`src/rtl/fetch_realign_pkg.sv`:
```
package fetch_realign_pkg;
  localparam int INSN_W = 32;
  localparam int HALF_W = INSN_W / 2;
  localparam logic [INSN_W-1:0] BUBBLE_INSN = 32'h0000_0013;

  typedef enum logic {
    RA_IDLE   = 1'b0,
    RA_SECOND = 1'b1
  } ra_state_e;

  // An encoding whose two low bits are 2'b11 is a full-width instruction
  function automatic logic is_wide(input logic [1:0] low_bits);
    return low_bits == 2'b11;
  endfunction
endpackage

```
`src/rtl/ra_addr_gen.sv`:
```
module ra_addr_gen #(
  parameter int ADDR_W = 32
) (
  input  logic [ADDR_W-1:0] pc,
  input  logic              second_half,
  output logic [ADDR_W-1:0] addr
);
  localparam logic [ADDR_W-1:0] WORD_BYTES = ADDR_W'(4);

  logic [ADDR_W-1:0] base;

  // memory never sees a sub-word offset
  assign base = {pc[ADDR_W-1:2], 2'b00};
  assign addr = second_half ? base + WORD_BYTES : base;
endmodule

```
`src/rtl/ra_split_ctrl.sv`:
```
module ra_split_ctrl
  import fetch_realign_pkg::*;
(
  input  logic              clk,
  input  logic              rst,
  input  logic              pc_upper,
  input  logic [INSN_W-1:0] word,
  input  logic              stall,
  input  logic              flush,
  output logic              second_half,
  output logic              hold,
  output logic [INSN_W-1:0] asm_insn,
  output logic              asm_valid,
  output logic              asm_comp
);
  ra_state_e         state_q, state_d;
  logic [HALF_W-1:0] kept_q;
  logic              upper_wide;
  logic              advance;

  assign upper_wide  = is_wide(word[HALF_W+1:HALF_W]);
  assign advance     = !stall && !flush;
  assign second_half = (state_q == RA_SECOND);

  // request a PC hold only when a split fetch actually starts
  assign hold = advance && (state_q == RA_IDLE) && pc_upper && upper_wide;

  always_comb begin
    state_d = state_q;
    if (flush) begin
      state_d = RA_IDLE;
    end else if (!stall) begin
      unique case (state_q)
        RA_IDLE:   if (pc_upper && upper_wide) state_d = RA_SECOND;
        RA_SECOND: state_d = RA_IDLE;
        default:   state_d = RA_IDLE;
      endcase
    end
  end

  always_comb begin
    asm_insn  = word;                        // aligned pass-through
    asm_valid = 1'b1;
    if (flush) begin
      asm_insn  = BUBBLE_INSN;
      asm_valid = 1'b0;
    end else if (state_q == RA_SECOND) begin
      asm_insn  = {word[HALF_W-1:0], kept_q};
    end else if (pc_upper) begin
      if (upper_wide) begin
        asm_insn  = BUBBLE_INSN;
        asm_valid = 1'b0;
      end else begin
        asm_insn  = {{HALF_W{1'b0}}, word[INSN_W-1:HALF_W]};
      end
    end
  end

  assign asm_comp = asm_valid && !is_wide(asm_insn[1:0]);

  always_ff @(posedge clk) begin
    if (rst) begin
      state_q <= RA_IDLE;
      kept_q  <= '0;
    end else begin
      state_q <= state_d;
      if (flush)
        kept_q <= '0;
      else if (hold)
        kept_q <= word[INSN_W-1:HALF_W];
    end
  end
endmodule

```
`src/rtl/ra_out_reg.sv`:
```
module ra_out_reg
  import fetch_realign_pkg::*;
(
  input  logic              clk,
  input  logic              rst,
  input  logic              load,
  input  logic [INSN_W-1:0] d_insn,
  input  logic              d_valid,
  input  logic              d_comp,
  output logic [INSN_W-1:0] q_insn,
  output logic              q_valid,
  output logic              q_comp
);
  always_ff @(posedge clk) begin
    if (rst) begin
      q_insn  <= BUBBLE_INSN;
      q_valid <= 1'b0;
      q_comp  <= 1'b0;
    end else if (load) begin
      q_insn  <= d_insn;
      q_valid <= d_valid;
      q_comp  <= d_comp;
    end
  end
endmodule

```
`src/rtl/fetch_realigner.sv`:
```
module fetch_realigner
  import fetch_realign_pkg::*;
#(
  parameter int ADDR_W = 32
) (
  input  logic              clk,
  input  logic              rst,
  input  logic [ADDR_W-1:0] pc_i,
  input  logic [31:0]       fetch_word_i,
  input  logic              stall_i,
  input  logic              flush_i,
  output logic [ADDR_W-1:0] imem_addr_o,
  output logic [31:0]       insn_o,
  output logic              insn_valid_o,
  output logic              insn_comp_o,
  output logic              pc_hold_o
);
  logic              second_half;
  logic [INSN_W-1:0] asm_insn;
  logic              asm_valid;
  logic              asm_comp;

  ra_addr_gen #(.ADDR_W(ADDR_W)) u_addr (
    .pc          (pc_i),
    .second_half (second_half),
    .addr        (imem_addr_o)
  );

  ra_split_ctrl u_ctrl (
    .clk         (clk),
    .rst         (rst),
    .pc_upper    (pc_i[1]),
    .word        (fetch_word_i),
    .stall       (stall_i),
    .flush       (flush_i),
    .second_half (second_half),
    .hold        (pc_hold_o),
    .asm_insn    (asm_insn),
    .asm_valid   (asm_valid),
    .asm_comp    (asm_comp)
  );

  // flush overrides stall for the decode boundary
  ra_out_reg u_out (
    .clk     (clk),
    .rst     (rst),
    .load    (flush_i || !stall_i),
    .d_insn  (asm_insn),
    .d_valid (asm_valid),
    .d_comp  (asm_comp),
    .q_insn  (insn_o),
    .q_valid (insn_valid_o),
    .q_comp  (insn_comp_o)
  );
endmodule

```
`config.mk`:
```
export PLATFORM = sky130hd
export DESIGN_NAME = fetch_realigner
export DESIGN_NICKNAME = d
export VERILOG_FILES = /design/src/rtl/fetch_realign_pkg.sv /design/src/rtl/ra_addr_gen.sv /design/src/rtl/ra_split_ctrl.sv /design/src/rtl/ra_out_reg.sv /design/src/rtl/fetch_realigner.sv
export SDC_FILE = /design/constraint.sdc
export NUM_CORES = 1
export LEC_CHECK = 0
export ABC_AREA = 1
export CAP_MARGIN = 15
export CORE_MARGIN = 3
export CORE_UTILIZATION = 47
export CTS_BUF_LIST = sky130_fd_sc_hd__clkbuf_16
export CTS_CLUSTER_DIAMETER = 30
export DETAILED_ROUTE_END_ITERATION = 12
export GPL_ROUTABILITY_DRIVEN = 0
export PLACE_DENSITY = 0.86
export SLEW_MARGIN = 20
export SYNTH_ARGS = -nofsm -noshare
export SYNTH_HDL_FRONTEND = slang
export SYNTH_SLANG_ARGS = --single-unit
```
`constraint.sdc`:
```
create_clock -name clk -period 3.3 [get_ports clk]
set_input_delay 0.33 -clock clk [delete_from_list [all_inputs] [get_ports clk]]
set_output_delay 0.33 -clock clk [all_outputs]
set_load 0.01 [all_outputs]
```
# ---- After elaboration in Yosys (flattened, before gate mapping)
# Index checks and enable logic that the tools add are counted.
dict set report word_totals {
  reg_bits 51
  latchBits 0
  ram_bits 0
  rom_bits 0
  in_bits 68
  out_inout_bits 67
  memories 0
}
dict set report classes {
  add_sub_neg 1
  multipliers 0
  div 0
  magnitude_cmp 0
  n_eq_ne 2
  shifts 0
  n_mux 11
  n_bitwise 1
  n_reduce_logical 11
}
# op count
set op_table {}
lappend op_table {{$mux 32} 4}
lappend op_table {{$add 32x3->32 const B} 1}
lappend op_table {{$mux 16} 1}
lappend op_table {{$logic_and 1x1->1} 6}
lappend op_table {{$mux 1} 5}
lappend op_table {{$eq 2x2->1 const B} 2}
lappend op_table {{$logic_not 1->1} 3}
lappend op_table {{$pmux 1 s2} 1}
lappend op_table {{$reduce_or 2->1} 1}
lappend op_table {{$logic_or 1x1->1} 1}
lappend op_table {{$not 1->1} 1}

# ---- Longest topological paths before layout
# Gate-level depths: netlist of run 1.
dict set report logic_depth {
  depth_word 8
  depth_mapped 10
  depth_no_buf 8
}

# ---- Cells and area by module
# Synthesis of run 1 repeated with hierarchy kept, for this count alone.
dict set report unflattened {
  hier_cells 653
  area_unflattened_um2 3806.2
}
# mod n_inst cells_per_inst area_per_inst_um2 seq_area_each_um2
set modules_own_cells {}
lappend modules_own_cells {ra_split_ctrl 1 250 1410.1 340.3}
lappend modules_own_cells {ra_out_reg 1 210 1372.6 680.7}
lappend modules_own_cells {ra_addr_gen 1 191 1016.0 0.0}
lappend modules_own_cells {fetch_realigner 1 2 7.5 0.0}

# ---- Worst setup path before layout of run 1
# OpenSTA, ideal clock, no wires.
dict set report synth_timing {
  kind {input-to-output}
  from {input pc_i[2]}
  to {output imem_addr_o[12]}
  arrival_ps 1223
  required_ps 2970
  path_slack_ps 1747
  stages 7
  n_path_buf 0
  cell_sequence {ha_1 > inv_1 > nor2_1 > nand2_1 > nor2_2 > nand2_1 > xnor2_1}
}
dict set report synth_via {
  elab_chain_cells 2
}
# item line_no
set synth_rtl {}
lappend synth_rtl {{start, declared} fetch_realigner.sv:8} ;# input logic [ADDR_W-1:0] pc_i,
lappend synth_rtl {{$add 32x3->32} ra_addr_gen.sv:14} ;# assign addr = second_half ? base + WORD_BYTES : base;
lappend synth_rtl {{$mux 32} ra_addr_gen.sv:14}
lappend synth_rtl {{end, declared} fetch_realigner.sv:12} ;# output logic [ADDR_W-1:0] imem_addr_o,
# Every way passes these cells.

# ---- Worst setup path in the final report of run 1
# Same ends and word-level chain as after synthesis.

==> impl_metrics.csv, run 1 <==
group,metric,value,unit
die,rows,29,
cts,post-cts-setup-buffers,0,
worst_setup_path,start_kind,"primary input",
die,die_width,89.79,microns
route,firstDrtPassIters,5,
sta,slew_violations,0,
status,status,"finished clean",
route,viasPerCell,5.398,
cts,cts-root-buf,"clkbuf_16",
synth,synth.distinct_cells,31,
cts,cts-htree-levels,2,
die,fp.dieArea,8061,sq um
sta,tightest_slew,0.9411,ns
cts,cts_buffer_depth,2,
finish,diodes,0,
synth,yosys.area.top_type_share,0.3094,
power_and_ir_drop,power_density,317.1,nW/um^2
route,totalWireLength,10720,microns
cts,postCtsHoldBufs,0,
synth,yosysTopAreaCell,"dfxtp_1",
worst_setup_path,cp_slowest_cell,"clkdlybuf4s50_1",
finish,area_growth,43.50,%
worst_setup_path,reg2reg_depth,7,
cts,cts_tree,"done",
place,hpwl,8109,microns
cts,cts.clk_slew.worst_paths,0.06,ns
synth,synth-async-reset-ratio,0,
synth,yosysWarningCount,0,
cts,cts_num_sinks,51,
grt,grt_usage,0.2622,
cts,cts_resized,0,
finish,nets,701,
grt,antenna_found_initial,0,
place,io_buffers,131,
worst_setup_path,worst_ep_arrival_time,2.47,ns
grt,grt_pass1_vias,3738,
synth,synth_edf_count,0,
flow_run,cap_violations,0,
die,core-area,6568,sq um
die,die_y,89.79,microns
route,drt_iter0_markers,227,
synth,ys_seq_elements,51,
synth,synth.area.top_cells,"dfxtp_1, nand2_1, a21oi_1, nor2_1, nand3_1",
cts,cts_buffers,5,
worst_hold_path,hp-class,"flip-flop to flip-flop",
worst_setup_path,startpoint,"pc_i[2]",
sta,min_period,2.804,ns
worst_setup_path,max_stage_delay,0.60,ns
synth,yosysMostFrequentCell,"nand2_1",
worst_setup_path,worst_setup_path_end_kind,"output port",
route,ant_nets,0,
worst_setup_path,rr_startpoint,"u_ctrl.second_half",
worst_setup_path,critPathMaxFanout,6,
worst_setup_path,critPathKind,"primary input to output port",
grt,grt_pass1_wl,17770,microns
worst_setup_path,r2r-end,"u_ctrl.kept_q[13]",
route,drcViolationCount,0,
die,start_util,0.5024,
worst_setup_path,crit_chain,"clkdlybuf4s50_1 -> ha_1 -> inv_1 -> nor2_1 -> nand2_1 -> nor2_2 -> nand2_1 -> xnor2_1 -> clkdlybuf4s50_1",
power_and_ir_drop,p_leak,1.830,nW
sta,fmax,356.7,MHz
worst_setup_path,crit_path_end,"imem_addr_o[12]",
synth,syn_avg_cell_area,6.394,sq um
sta,post-route-period-util,0.8497,
synth,synthFlopType,"dfxtp_1",
sta,hold_viol,0,
sta,tns,0,ns
route,via_count,3919,
synth,ys_seq_area_frac,0.3094,
synth,syn_area,3299,sq um
worst_setup_path,r2r_slack,1.57,ns
grt,grt_overflow,0,
finish,layout-drive-gt1-share,0.05213,
synth,syn_inst,516,
route,routedWlPerCell,14.77,microns
sta,setup_violations,0,
die,ios,135,
grt,grt_max_degree,53,
sta,max-slew-margin-rel,0.3703,
sta,hold_ws,0.4651,ns
power_and_ir_drop,peakVddDrop,0.0003043,V
worst_setup_path,required,2.97,ns
synth,yosys-top-cells-count,"nand2_1, nor2_1, a21oi_1",
sta,clock_skew,0.008445,ns
cts,clkLatencyLatePin,0.29,ns
sta,rsz0062_at_grt,"no",
## metrics by stage
stage	std cells	util	instance area (sq um)	setup slack, ns	power, mW
after floorplan	517	-	3303	1.747	0.8037
after global placement	718	0.6988	4589	0.5542	0.9873
after CTS	726	0.7209	4735	0.5176	1.505
final	726	0.7209	4735	0.4961	1.501
after detailed placement	718	0.6988	4589	0.5215	0.9940
after global routing	726	0.7209	4735	0.2901	1.558
## how the worst min path moves through the flow
stage | start | end | slack, ns | cells past startpoint
6_report | u_out.q_insn[30] | u_out.q_insn[30] | 0.47 | 2
5_1_grt | u_out.q_insn[18] | u_out.q_insn[18] | 0.48 | 2
3_3_place_gp | u_out.q_insn[11] | u_out.q_insn[11] | 0.45 | 2
4_1_cts | u_out.q_insn[30] | u_out.q_insn[30] | 0.47 | 2
3_5_place_dp | u_out.q_insn[30] | u_out.q_insn[30] | 0.46 | 2
2_1_floorplan | u_ctrl.kept_q[0] | u_ctrl.kept_q[0] | 0.44 | 2
## critical path: cells and delay by family
family	cells	cell delay, ns
adder cells (fa/ha/maj)	1	0.23
XOR/XNOR	1	0.14
AND/OR/NAND/NOR	4	0.57
buffers and inverters	3	1.21
## cells in the final DEF (no fill, tap or decap), drive strengths merged, types with 2 or more instances in the layout
cell / count
xnor2: 5
dfxtp: 51
clkdlybuf4s50: 131
nand4: 6
nor3: 2
o21ai: 28
clkbuf: 5
o211ai: 17
a21oi: 59
nor2: 77
inv: 35
conb: 2
buf: 5
nand2: 148
nand3b: 6
nand3: 38
xor2: 14
## where the power goes
part	switching [mW]	internal [mW]
Clock	0.236	0.281
Sequential	0.00792	0.630
Combinational	0.173	0.173
Total	0.417	1.08
## registers in the layout, summed over array words and instances (netlist names)
name / flops
u_ctrl.kept_q: 16
u_ctrl.second_half: 1
u_out.q_comp: 1
u_out.q_insn: 32
u_out.q_valid: 1
## cells by family (layout without fill, tap and decap cells)
logic type | after synthesis | after routing | share of synthesized area
buffers and inverters | 61 | 177 | 0.09405
AOI/OAI and AO/OA | 105 | 105 | 0.1725
and+or+nand+nor | 278 | 278 | 0.3686
adders and majority gates | 1 | 1 | 0.003792
DFF | 51 | 51 | 0.3094
xor gates and xnor gates | 19 | 19 | 0.05044
other | 1 | 2 | 0.001137
## cell type report
cell class	instances	area, sq um
tap	93	116.4
sequential	51	1021
clock buffer	5	125.1
timing repair buffer	136	1349
inverter	33	131.4
clock inverter	3	20.02
fill	544	1833
multi-input combinational	405	1972
## routing by layer
metal,vias up,global-route usage,wire (microns)
li1,1913,-,-
met1,1781,0.3332,4356
met2,191,0.4386,5150
met3,34,0.04841,892
met4,0,0.1073,323
met5,-,0,0
(Power assumes the default switching activity.)
==> run 2: changes to the inputs <==
--- a/config.mk
+++ b/config.mk
@@ -8,12 +8,12 @@
 export ABC_AREA = 1
 export CAP_MARGIN = 15
 export CORE_MARGIN = 3
-export CORE_UTILIZATION = 47
+export CORE_UTILIZATION = 39
 export CTS_BUF_LIST = sky130_fd_sc_hd__clkbuf_16
 export CTS_CLUSTER_DIAMETER = 30
 export DETAILED_ROUTE_END_ITERATION = 12
 export GPL_ROUTABILITY_DRIVEN = 0
-export PLACE_DENSITY = 0.86
+export PLACE_DENSITY = 0.77
 export SLEW_MARGIN = 20
 export SYNTH_ARGS = -nofsm -noshare
 export SYNTH_HDL_FRONTEND = slang
==> constraint.sdc (replaced) <==
create_clock -name clk -period 2.55 [get_ports clk]
set_input_delay 0.255 -clock clk [delete_from_list [all_inputs] [get_ports clk]]
set_output_delay 0.255 -clock clk [all_outputs]
set_load 0.01 [all_outputs]
==> run 2 against run 1 <==
Compared with the run above: register-to-register slack worse by 0.44 ns; first-iteration DRC count grew 16%; critical path type unchanged; die area rose by 19%; setup slack worse by 0.40 ns; highest routed layer unchanged; flip-flop and latch count unchanged; largest cell class unchanged.
==> impl_metrics.csv, run 2 (synthesized netlist as in run 1, its figures left out) <==
group,metric,value,unit
cts,postCtsHoldBufs,0,
route,drcViolationCount,0,
finish,largest_reg_flops,32,
finish,largestRegisters,"u_out.q_insn (32), u_ctrl.kept_q (16)",
power_and_ir_drop,power_density,406.9,nW/um^2
power_and_ir_drop,p_leak,1.886,nW
route,met3_length,671,microns
route,firstDrtPassIters,5,
route,via_count,3897,
status,status,"finished clean",
die,ios,135,
place,io_buffers,131,
finish,layout-drive-gt1-share,0.07020,
place,dp.cells,735,
sta,setup_violations,0,
grt,grt_max_degree,48,
route,ant_nets,0,
place,place_ws,0.05270,ns
sta,tightest_slew,0.5301,ns
finish,largest-register,"u_out.q_insn",
route,viasPerCell,5.245,
cts,cts_buffer_depth,2,
cts,cts-htree-levels,2,
die,die_y,97.98,microns
sta,min_period,2.457,ns
sta,slew_violations,0,
grt,antenna_found_initial,0,
worst_setup_path,crit_chain,"clkdlybuf4s50_1 -> ha_1 -> inv_1 -> nor2_1 -> nand3_1 -> nor2_1 -> xor2_1 -> clkdlybuf4s50_1",
finish,nets,709,
worst_setup_path,required,2.30,ns
place,hpwl,8218,microns
die,die_width,97.98,microns
cts,cts_buffers,5,
grt,grt_overflow,0,
cts,cts-root-buf,"clkbuf_16",
route,wl_met1,4846,microns
cts,cts.clk_slew.worst_paths,0.07,ns
grt,grt_pass1_wl,17680,microns
die,core-area,7968,sq um
worst_hold_path,hp-class,"flip-flop to flip-flop",
die,fp.dieArea,9600,sq um
cts,cts_num_sinks,51,
sta,post-route-period-util,0.9633,
finish,final_cell_mix,"nand2_1, clkdlybuf4s50_1, nor2_1",
worst_setup_path,worst_setup_path_end_kind,"output port",
sta,setup_ws,0.09348,ns
sta,fmax,407.1,MHz
worst_setup_path,worst_ep_arrival_time,2.20,ns
route,drt_iter0_markers,264,
route,totalWireLength,10880,microns
die,start_util,0.4141,
flow_run,cap_violations,0,
worst_setup_path,critPathKind,"primary input to output port",
finish,area_growth,46.38,%
power_and_ir_drop,peakVddDrop,0.0004428,V
sta,max-slew-margin-rel,0.6457,
worst_setup_path,cp_slowest_cell,"clkdlybuf4s50_1",
route,wl_met2,5189,microns
cts,clkLatencyLatePin,0.29,ns
finish,diodes,0,
worst_setup_path,max_stage_delay,0.56,ns
worst_setup_path,start_kind,"primary input",
grt,grt_usage,0.2191,
finish,final_cells,743,
route,top_layer,"met4",
die,rows,32,
route,routedWlPerCell,14.64,microns
sta,clock_skew,0.01069,ns
sta,hold_viol,0,
grt,grt_pass1_vias,3535,
finish,layout.cells.most_common,"nand2_1",
worst_setup_path,critPathMaxFanout,3,
cts,cts_tree,"done",
[run 2: metrics by stage]
step | TNS [ns] | utilization | hold slack, ns | cell area (sq um) | power [mW]
finish | 0 | 0.6062 | 0.4662 | 4830 | 1.965
CTS | 0 | 0.6041 | 0.4682 | 4813 | 1.975
global route | -0.009840 | 0.6062 | 0.4902 | 4830 | 2.059
global placement | 0 | 0.5850 | 0.4545 | 4661 | 1.289
detailed placement | 0 | 0.5850 | 0.4565 | 4661 | 1.296
floorplan | 0 | - | 0.4004 | 3303 | 1.040
[run 2: critical path: cells and delay by family]
family	cells	cell delay, ns
AND/OR/NAND/NOR	3	0.45
buffers and inverters	3	1.13
XOR/XNOR	1	0.16
adder cells (fa/ha/maj)	1	0.20
[run 2: power breakdown]
group,total [mW],internal [mW],switching (mW)
clock,0.683,0.372,0.311
sequential,0.826,0.815,0.0109
combinational,0.456,0.229,0.226
total,1.97,1.42,0.548
[run 2: path summary, 6_finish.rpt]
path                                          from               end  slack (ns)  depth (start not counted)
worst min-delay path              u_out.q_insn[21]  u_out.q_insn[21]        0.47                          2
worst max-delay path                       pc_i[2]   imem_addr_o[18]        0.09                          8
worst max register to register  u_ctrl.second_half  u_out.q_insn[25]        1.13                          5
worst min register to register    u_out.q_insn[21]  u_out.q_insn[21]        0.47                          2
[run 2: per-layer routing]
| layer | vias to the layer above | GRT usage |
|---|---|---|
| met2 | 153 | 0.3565 |
| met1 | 1803 | 0.3008 |
| met5 | - | 0 |
| li1 | 1924 | - |
| met3 | 17 | 0.03429 |
| met4 | 0 | 0.06177 |
[run 2: cell type report]
class	count	area, sq um
fill	745	3138
clock inverter	3	27.53
inverter	33	131.4
sequential	51	1022
tap	102	127.6
multi-input combinational	405	1982
timing repair buffer	144	1414
clock buffer	5	125.1
[run 2: what timing repair did]
action / 4_1_cts / 5_1_grt
gates resized for setup: 0 / 6
endpoints found under the hold margin: 0 / 0
setup endpoints to repair: 0 / 9
setup buffers: 0 / 0
